File: config.mk
export PLATFORM = sky130hd
export DESIGN_NAME = vrange_scan
export DESIGN_NICKNAME = d
export VERILOG_FILES = /design/src/rtl/vrc_pkg.sv /design/src/rtl/vrc_zero_find.sv /design/src/rtl/vrc_pair_eval.sv /design/src/rtl/vrc_lane_mask.sv /design/src/rtl/vrange_scan.sv
export SDC_FILE = /design/constraint.sdc
export NUM_CORES = 2
export LEC_CHECK = 0
export ABC_AREA = 0
export BUFFER_PORTS_ARGS = -buffer_cell sky130_fd_sc_hd__buf_2
export CAP_MARGIN = 20
export CELL_PAD_IN_SITES_DETAIL_PLACEMENT = 2
export CELL_PAD_IN_SITES_GLOBAL_PLACEMENT = 2
export CORE_MARGIN = 8
export CORE_UTILIZATION = 38
export CTS_CLUSTER_SIZE = 28
export DETAILED_ROUTE_END_ITERATION = 8
export PLACE_DENSITY = 0.88
export SYNTH_ARGS = -nofsm -noshare
export SYNTH_HDL_FRONTEND = slang
export SYNTH_SLANG_ARGS = --single-unit
File: constraint.sdc
create_clock -name clk -period 19.7 [get_ports clk]
set_input_delay 2.955 -clock clk [delete_from_list [all_inputs] [get_ports clk]]
set_output_delay 2.955 -clock clk [all_outputs]
set_load 0.01 [all_outputs]
File: src/rtl/vrc_pkg.sv
package vrc_pkg;

    localparam int VEC_BYTES = 16;
    localparam int VEC_BITS  = VEC_BYTES * 8;
    localparam int MAX_EB    = 4;
    localparam int EL_BITS   = MAX_EB * 8;
    localparam int IDX_W     = $clog2(VEC_BYTES + 1);
    localparam int EN_W      = $clog2(VEC_BYTES);
    localparam int PAIRS     = VEC_BYTES / 2;

    localparam int CB_EQ = 7;
    localparam int CB_LO = 6;
    localparam int CB_HI = 5;

    localparam int DESC_INV = 3;
    localparam int DESC_ZS  = 1;

    typedef logic [VEC_BITS-1:0] vec_t;
    typedef logic [EL_BITS-1:0]  elem_t;
    typedef logic [IDX_W-1:0]    bidx_t;
    typedef logic [EN_W-1:0]     eidx_t;

    localparam bidx_t NONE = bidx_t'(VEC_BYTES);

    typedef enum logic {ST_IDLE, ST_SCAN} state_e;

    typedef struct packed {
        vec_t       data;
        vec_t       lim;
        vec_t       ctl;
        logic [1:0] sh;
        logic       inv;
        logic       zs;
        logic       mmode;
    } job_t;

    // element width code to log2 of element bytes (code 3 aliases 4-byte)
    function automatic logic [1:0] size_shift(logic [1:0] code);
        return (code == 2'd3) ? 2'd2 : code;
    endfunction

    function automatic elem_t get_elem(vec_t v, eidx_t i, logic [1:0] sh);
        elem_t e;
        e = '0;
        case (sh)
            2'd0:    e[7:0]  = v[VEC_BITS-1-8*int'(i) -: 8];
            2'd1:    e[15:0] = v[VEC_BITS-1-16*int'(i[EN_W-2:0]) -: 16];
            default: e       = v[VEC_BITS-1-32*int'(i[EN_W-3:0]) -: 32];
        endcase
        return e;
    endfunction

    function automatic logic [7:0] ctl_byte(vec_t v, eidx_t b);
        return v[VEC_BITS-1-8*int'(b) -: 8];
    endfunction

    function automatic logic rel_ok(elem_t d, elem_t l, logic [7:0] c);
        if (d < l)      return c[CB_LO];
        else if (d > l) return c[CB_HI];
        return c[CB_EQ];
    endfunction

    function automatic bidx_t min_idx(bidx_t a, bidx_t b);
        return (a < b) ? a : b;
    endfunction

    function automatic logic [1:0] cond_code(bidx_t fm, bidx_t fz);
        if (fm == NONE && fz == NONE) return 2'd3;
        if (fz == NONE)               return 2'd1;
        if (fm < fz)                  return 2'd2;
        return 2'd0;
    endfunction

endpackage

File: src/rtl/vrc_zero_find.sv
module vrc_zero_find
    import vrc_pkg::*;
(
    input  vec_t       data,
    input  logic [1:0] sh,
    input  logic       en,
    output bidx_t      first_zero
);
    always_comb begin
        first_zero = NONE;
        for (int i = VEC_BYTES - 1; i >= 0; i--) begin
            if (en && (i < (VEC_BYTES >> sh)) &&
                (get_elem(data, eidx_t'(i), sh) == '0))
                first_zero = bidx_t'(i << sh);
        end
    end
endmodule

File: src/rtl/vrc_pair_eval.sv
module vrc_pair_eval
    import vrc_pkg::*;
(
    input  vec_t       lim,
    input  vec_t       ctl,
    input  elem_t      d,
    input  logic [1:0] sh,
    output logic       hit
);
    logic [PAIRS-1:0] pair_ok;

    for (genvar p = 0; p < PAIRS; p++) begin : g_pair
        localparam int J0 = 2 * p;
        localparam int J1 = 2 * p + 1;
        logic  valid;
        eidx_t b0, b1;
        assign valid = (J1 < (VEC_BYTES >> sh));
        assign b0    = eidx_t'(J0 << sh);
        assign b1    = eidx_t'(J1 << sh);
        assign pair_ok[p] = valid &&
            rel_ok(d, get_elem(lim, eidx_t'(J0), sh), ctl_byte(ctl, b0)) &&
            rel_ok(d, get_elem(lim, eidx_t'(J1), sh), ctl_byte(ctl, b1));
    end

    assign hit = |pair_ok;
endmodule

File: src/rtl/vrc_lane_mask.sv
module vrc_lane_mask
    import vrc_pkg::*;
(
    input  eidx_t      idx,
    input  logic [1:0] sh,
    output vec_t       lane_bits
);
    for (genvar b = 0; b < VEC_BYTES; b++) begin : g_byte
        localparam int B = b;
        logic sel;
        assign sel = (eidx_t'(B >> sh) == idx);
        assign lane_bits[VEC_BITS-1-8*B -: 8] = {8{sel}};
    end
endmodule

File: src/rtl/vrange_scan.sv
module vrange_scan
    import vrc_pkg::*;
(
    input  logic                clk,
    input  logic                rst,
    input  logic                start,
    input  logic [VEC_BITS-1:0] data_vec,
    input  logic [VEC_BITS-1:0] limit_vec,
    input  logic [VEC_BITS-1:0] ctrl_vec,
    input  logic [1:0]          elem_size,
    input  logic [3:0]          desc,
    input  logic                mask_mode,
    output logic                busy,
    output logic                done,
    output logic [VEC_BITS-1:0] result,
    output logic [1:0]          cc
);
    state_e     st;
    job_t       job;
    eidx_t      idx;
    bidx_t      fm_q;
    vec_t       acc_q;
    vec_t       res_q;
    logic [1:0] cc_q;
    logic       done_q;

    bidx_t fz;
    elem_t cur_d;
    logic  raw_hit, hit, stop_zero, last, finish;
    bidx_t n_el, cur_byte, fm_fin;
    vec_t  lane_bits, acc_nx;

    vrc_zero_find u_zero (
        .data(job.data), .sh(job.sh), .en(job.zs), .first_zero(fz)
    );

    assign cur_d = get_elem(job.data, idx, job.sh);

    vrc_pair_eval u_pairs (
        .lim(job.lim), .ctl(job.ctl), .d(cur_d), .sh(job.sh), .hit(raw_hit)
    );

    vrc_lane_mask u_lane (
        .idx(idx), .sh(job.sh), .lane_bits(lane_bits)
    );

    always_comb begin
        n_el      = bidx_t'(VEC_BYTES >> job.sh);
        cur_byte  = bidx_t'(idx) << job.sh;
        hit       = raw_hit ^ job.inv;
        stop_zero = !job.mmode && (cur_byte >= fz);
        last      = (bidx_t'(idx) == (n_el - 1'b1));
        finish    = stop_zero || (hit && !job.mmode) || last;
        if (stop_zero || !hit) fm_fin = fm_q;
        else                   fm_fin = min_idx(fm_q, cur_byte);
        acc_nx    = acc_q | ((hit && !stop_zero) ? lane_bits : '0);
    end

    always_ff @(posedge clk) begin
        if (rst) begin
            st     <= ST_IDLE;
            job    <= '0;
            idx    <= '0;
            fm_q   <= NONE;
            acc_q  <= '0;
            res_q  <= '0;
            cc_q   <= '0;
            done_q <= 1'b0;
        end else begin
            done_q <= 1'b0;
            case (st)
                ST_IDLE: begin
                    if (start) begin
                        job.data  <= data_vec;
                        job.lim   <= limit_vec;
                        job.ctl   <= ctrl_vec;
                        job.sh    <= size_shift(elem_size);
                        job.inv   <= desc[DESC_INV];
                        job.zs    <= desc[DESC_ZS];
                        job.mmode <= mask_mode;
                        idx       <= '0;
                        fm_q      <= NONE;
                        acc_q     <= '0;
                        st        <= ST_SCAN;
                    end
                end
                default: begin
                    if (finish) begin
                        st     <= ST_IDLE;
                        done_q <= 1'b1;
                        cc_q   <= cond_code(fm_fin, fz);
                        res_q  <= job.mmode ? acc_nx
                                : (vec_t'(min_idx(fm_fin, fz)) << (VEC_BITS / 2));
                    end else begin
                        idx   <= idx + 1'b1;
                        fm_q  <= fm_fin;
                        acc_q <= acc_nx;
                    end
                end
            endcase
        end
    end

    assign busy   = (st == ST_SCAN);
    assign done   = done_q;
    assign result = res_q;
    assign cc     = cc_q;
endmodule

==> metrics <==
clock sink count=approximately 580; sequential share of the synthesized area=33.0%; type of origin of the critical path=register; Post-synth EDFFs=0; gr usage total=around a third; most common cell in the netlist=nand2_1; die area=around 0.10 mm²; fill cell count=just over 10000; post-synth top area share=33.0%; relative slew slack=26.6%; die height=between 300 and 400 µm; CTS tree=built; Place WS=slightly above 9 ns; Synth Cell Area=between 0.03 and 0.04 mm²; Max Cap Viol=0; Critical Path Most Common Cell=inv_1; fmax=0.0963 GHz; R2R Setup Slk=9.31 ns; row cnt=111; hold_buf cts=0; r2r startpoint=job[3]; Async SR Flop Fraction=0%; chip width=320 µm; # IOs=between 500 and 600; YS warnings=0; Clock Tree Buf Depth=3; worst vdd ir=0.0000658 V; total iterations of the first detailed-routing run=5; global-route wire length before repair=253000 µm; Post-Route WL=around 170000 µm; worst path required time=slightly above 20 ns; Final setup viols=0; Core Area=a little over 0.09 mm²; Crit Path Class=register to register; largest net degree at the start of global routing=138; Synth Area in Adders=under 10%; status=finished clean; complex-gate fraction of the synthesized area=21.5%; DP HPWL=between 100000 and 150000 µm; syn_nets=approximately 4800; mux cell area share after synthesis=12.4%; Post-DRT Antenna Nets=0; crit end category=register; drt via density=between 6 and 7; First DRT Iteration DRCs=3253; Fin Setup TNS=0 ns; clock share of power=30.8%; Worst-Skew Late Latency=approximately 0.66 ns; Overflow after GRT=0; fin crit period=10.39 ns; worst min path class=register to register; Distinct cells, synth=between 80 and 90; CP Data Arrival Time=approximately 11 ns; max incr delay on CP=0.80 ns; synthesized instance count=4141; synth cell count leaders=nand2_1, dfxtp_1, a21oi_1; fin crit share=52.7%; largest family of logic cells by synthesized area=compound AO/OA/AOI/OAI gates; RSZ-0062 raised after global routing=false; Initial Util=38.3%; CTS Root Cell=clkbuf_16; vias=around 36000; Post-Route Skew=0.0534 ns; sequential share of power=between 30% and 40%; Sw Share=40.4%; Net Switching=1.81 mW; vias in the first global route=about 39000; setup bufs post-CTS=0; Hold Startpoint=result[8]; synth top area cells=dfxtp_1, nand2_1, ha_1; Worst Tran Pin Value=1.09 ns; Avg Cell Area, Syn=8.46 µm²; simple-gate share of the synthesized area=about a fifth; synthesis-to-finish area growth=16.1%; Final nets=between 5000 and 6000; I/O Buffers=443; Comb pwr share=37.3%; setup ws final=9.31 ns; internal power=2.66 mW; Placed Area=about 0.038 mm²; Synth area leader=dfxtp_1; flop and latch count out of synthesis=slightly below 600; CP max-delay cell=buf_4; CP Max Fanout=61; start point of the critical path=job[3]; cts repair resizes=0; design area=0.0407 mm²; CTS H-tree lvls=3; Pleak=around 17 nW; XOR/XNOR Fraction of Synth Area=less than 1%; clock-pin slew on the worst setup and hold paths=approximately 0.070 ns; max-slew violation count=0; main flop type after synthesis=dfxtp_1; total CTS buffers=68; layout cells sized above 1=18.6%; final hold vios=0; initial antenna violation count=18; DRC viols=0; RD Place Congestion=between 0.9 and 1; drt wl/cell=30.5 µm; P per Cell Area=110 mW/mm²
-- sequential cells by signal (all words and copies together), names as in the netlist --
signal	count
acc_q	128
done	1
fm_q	5
busy	1
idx	4
job	309
result	128
cc	2
-- critical path: cells and delay by family, from the launching register on --
| family | cells | cell delay (ns) |
|---|---|---|
| compound gates | 13 | 4.54 |
| buf+inv | 8 | 2.47 |
| fa+ha+maj | 3 | 1.08 |
| simple gates | 4 | 0.98 |
| mux | 2 | 0.86 |
| flops | 1 | 0.31 |
-- final timing paths --
kind                end  cells past startpoint
max          result[66]                     30
min           result[8]                      2
max reg2reg  result[66]                     30
min reg2reg   result[8]                      2
-- area by class of cell --
class / instances / area (µm²) / share of cell area (%)
Sequential cell: 578 / 11600 / 28.5
Timing Repair Buffer: 505 / 2770 / 6.81
Multi-Input combinational cell: 3224 / 22200 / 54.6
Antenna cell: 13 / 32.5 / 0.0800
Tap cell: 1186 / 1480 / 3.65
Clock inverter: 26 / 493 / 1.21
Inverter: 41 / 154 / 0.378
Clock buffer: 96 / 1940 / 4.77
-- per-stage QoR --
| stage | std cells | power [mW] | hold WS [ns] | utilization [%] |
|---|---|---|---|---|
| after floorplan | 4141 | 2.44 | 0.428 | - |
| after global placement | 5529 | 2.95 | 0.422 | 41.6 |
| after detailed placement | 5530 | 3.03 | 0.430 | 41.7 |
| after CTS | 5652 | 4.44 | 0.440 | 44.3 |
| after global routing | 5667 | 4.64 | 0.459 | 44.4 |
| final | 5669 | 4.47 | 0.435 | 44.4 |
-- cell families after synthesis --
logic type,after synthesis
xor+xnor,22
compound gates,1220
mux,252
buf+inv,339
simple gates,1451
flops,578
fa+ha+maj,279
-- metal layers --
layer  vias up  global-route usage [%]  share of wire, %
met1     18200                    37.6                39
met5         -                       0             0.022
met4         6                    20.3               7.2
met3       540                    6.81               7.2
li1      15600                       -                 -
met2      1667                    53.4                47
-- cell usage in the layout (no fill, tap or decap), types with 39 or more instances in the layout --
| cell | n |
|---|---|
| a22oi_1 | 63 |
| buf_4 | 56 |
| nand4_1 | 56 |
| mux2i_1 | 82 |
| ha_1 | 276 |
| inv_1 | 39 |
| o21ai_0 | 270 |
| nand2_1 | 957 |
| clkbuf_16 | 69 |
| dfxtp_1 | 574 |
| a21oi_1 | 502 |
| nor2b_1 | 57 |
| a21o_1 | 75 |
| mux4_2 | 142 |
| buf_2 | 442 |
| o21a_1 | 103 |
| nor2_1 | 156 |
| a221o_1 | 49 |
-- power by group through the flow --
stage | Clock, mW | Sequential [mW] | Combinational (mW)
final | 1.38 | 1.43 | 1.67
after global routing | 1.44 | 1.43 | 1.78
after CTS | 1.40 | 1.42 | 1.62
after detailed placement | 0 | 1.44 | 1.59
after global placement | 0 | 1.43 | 1.51
after floorplan | 0 | 1.33 | 1.11
Note: power is estimated with default switching activity, not from simulation.
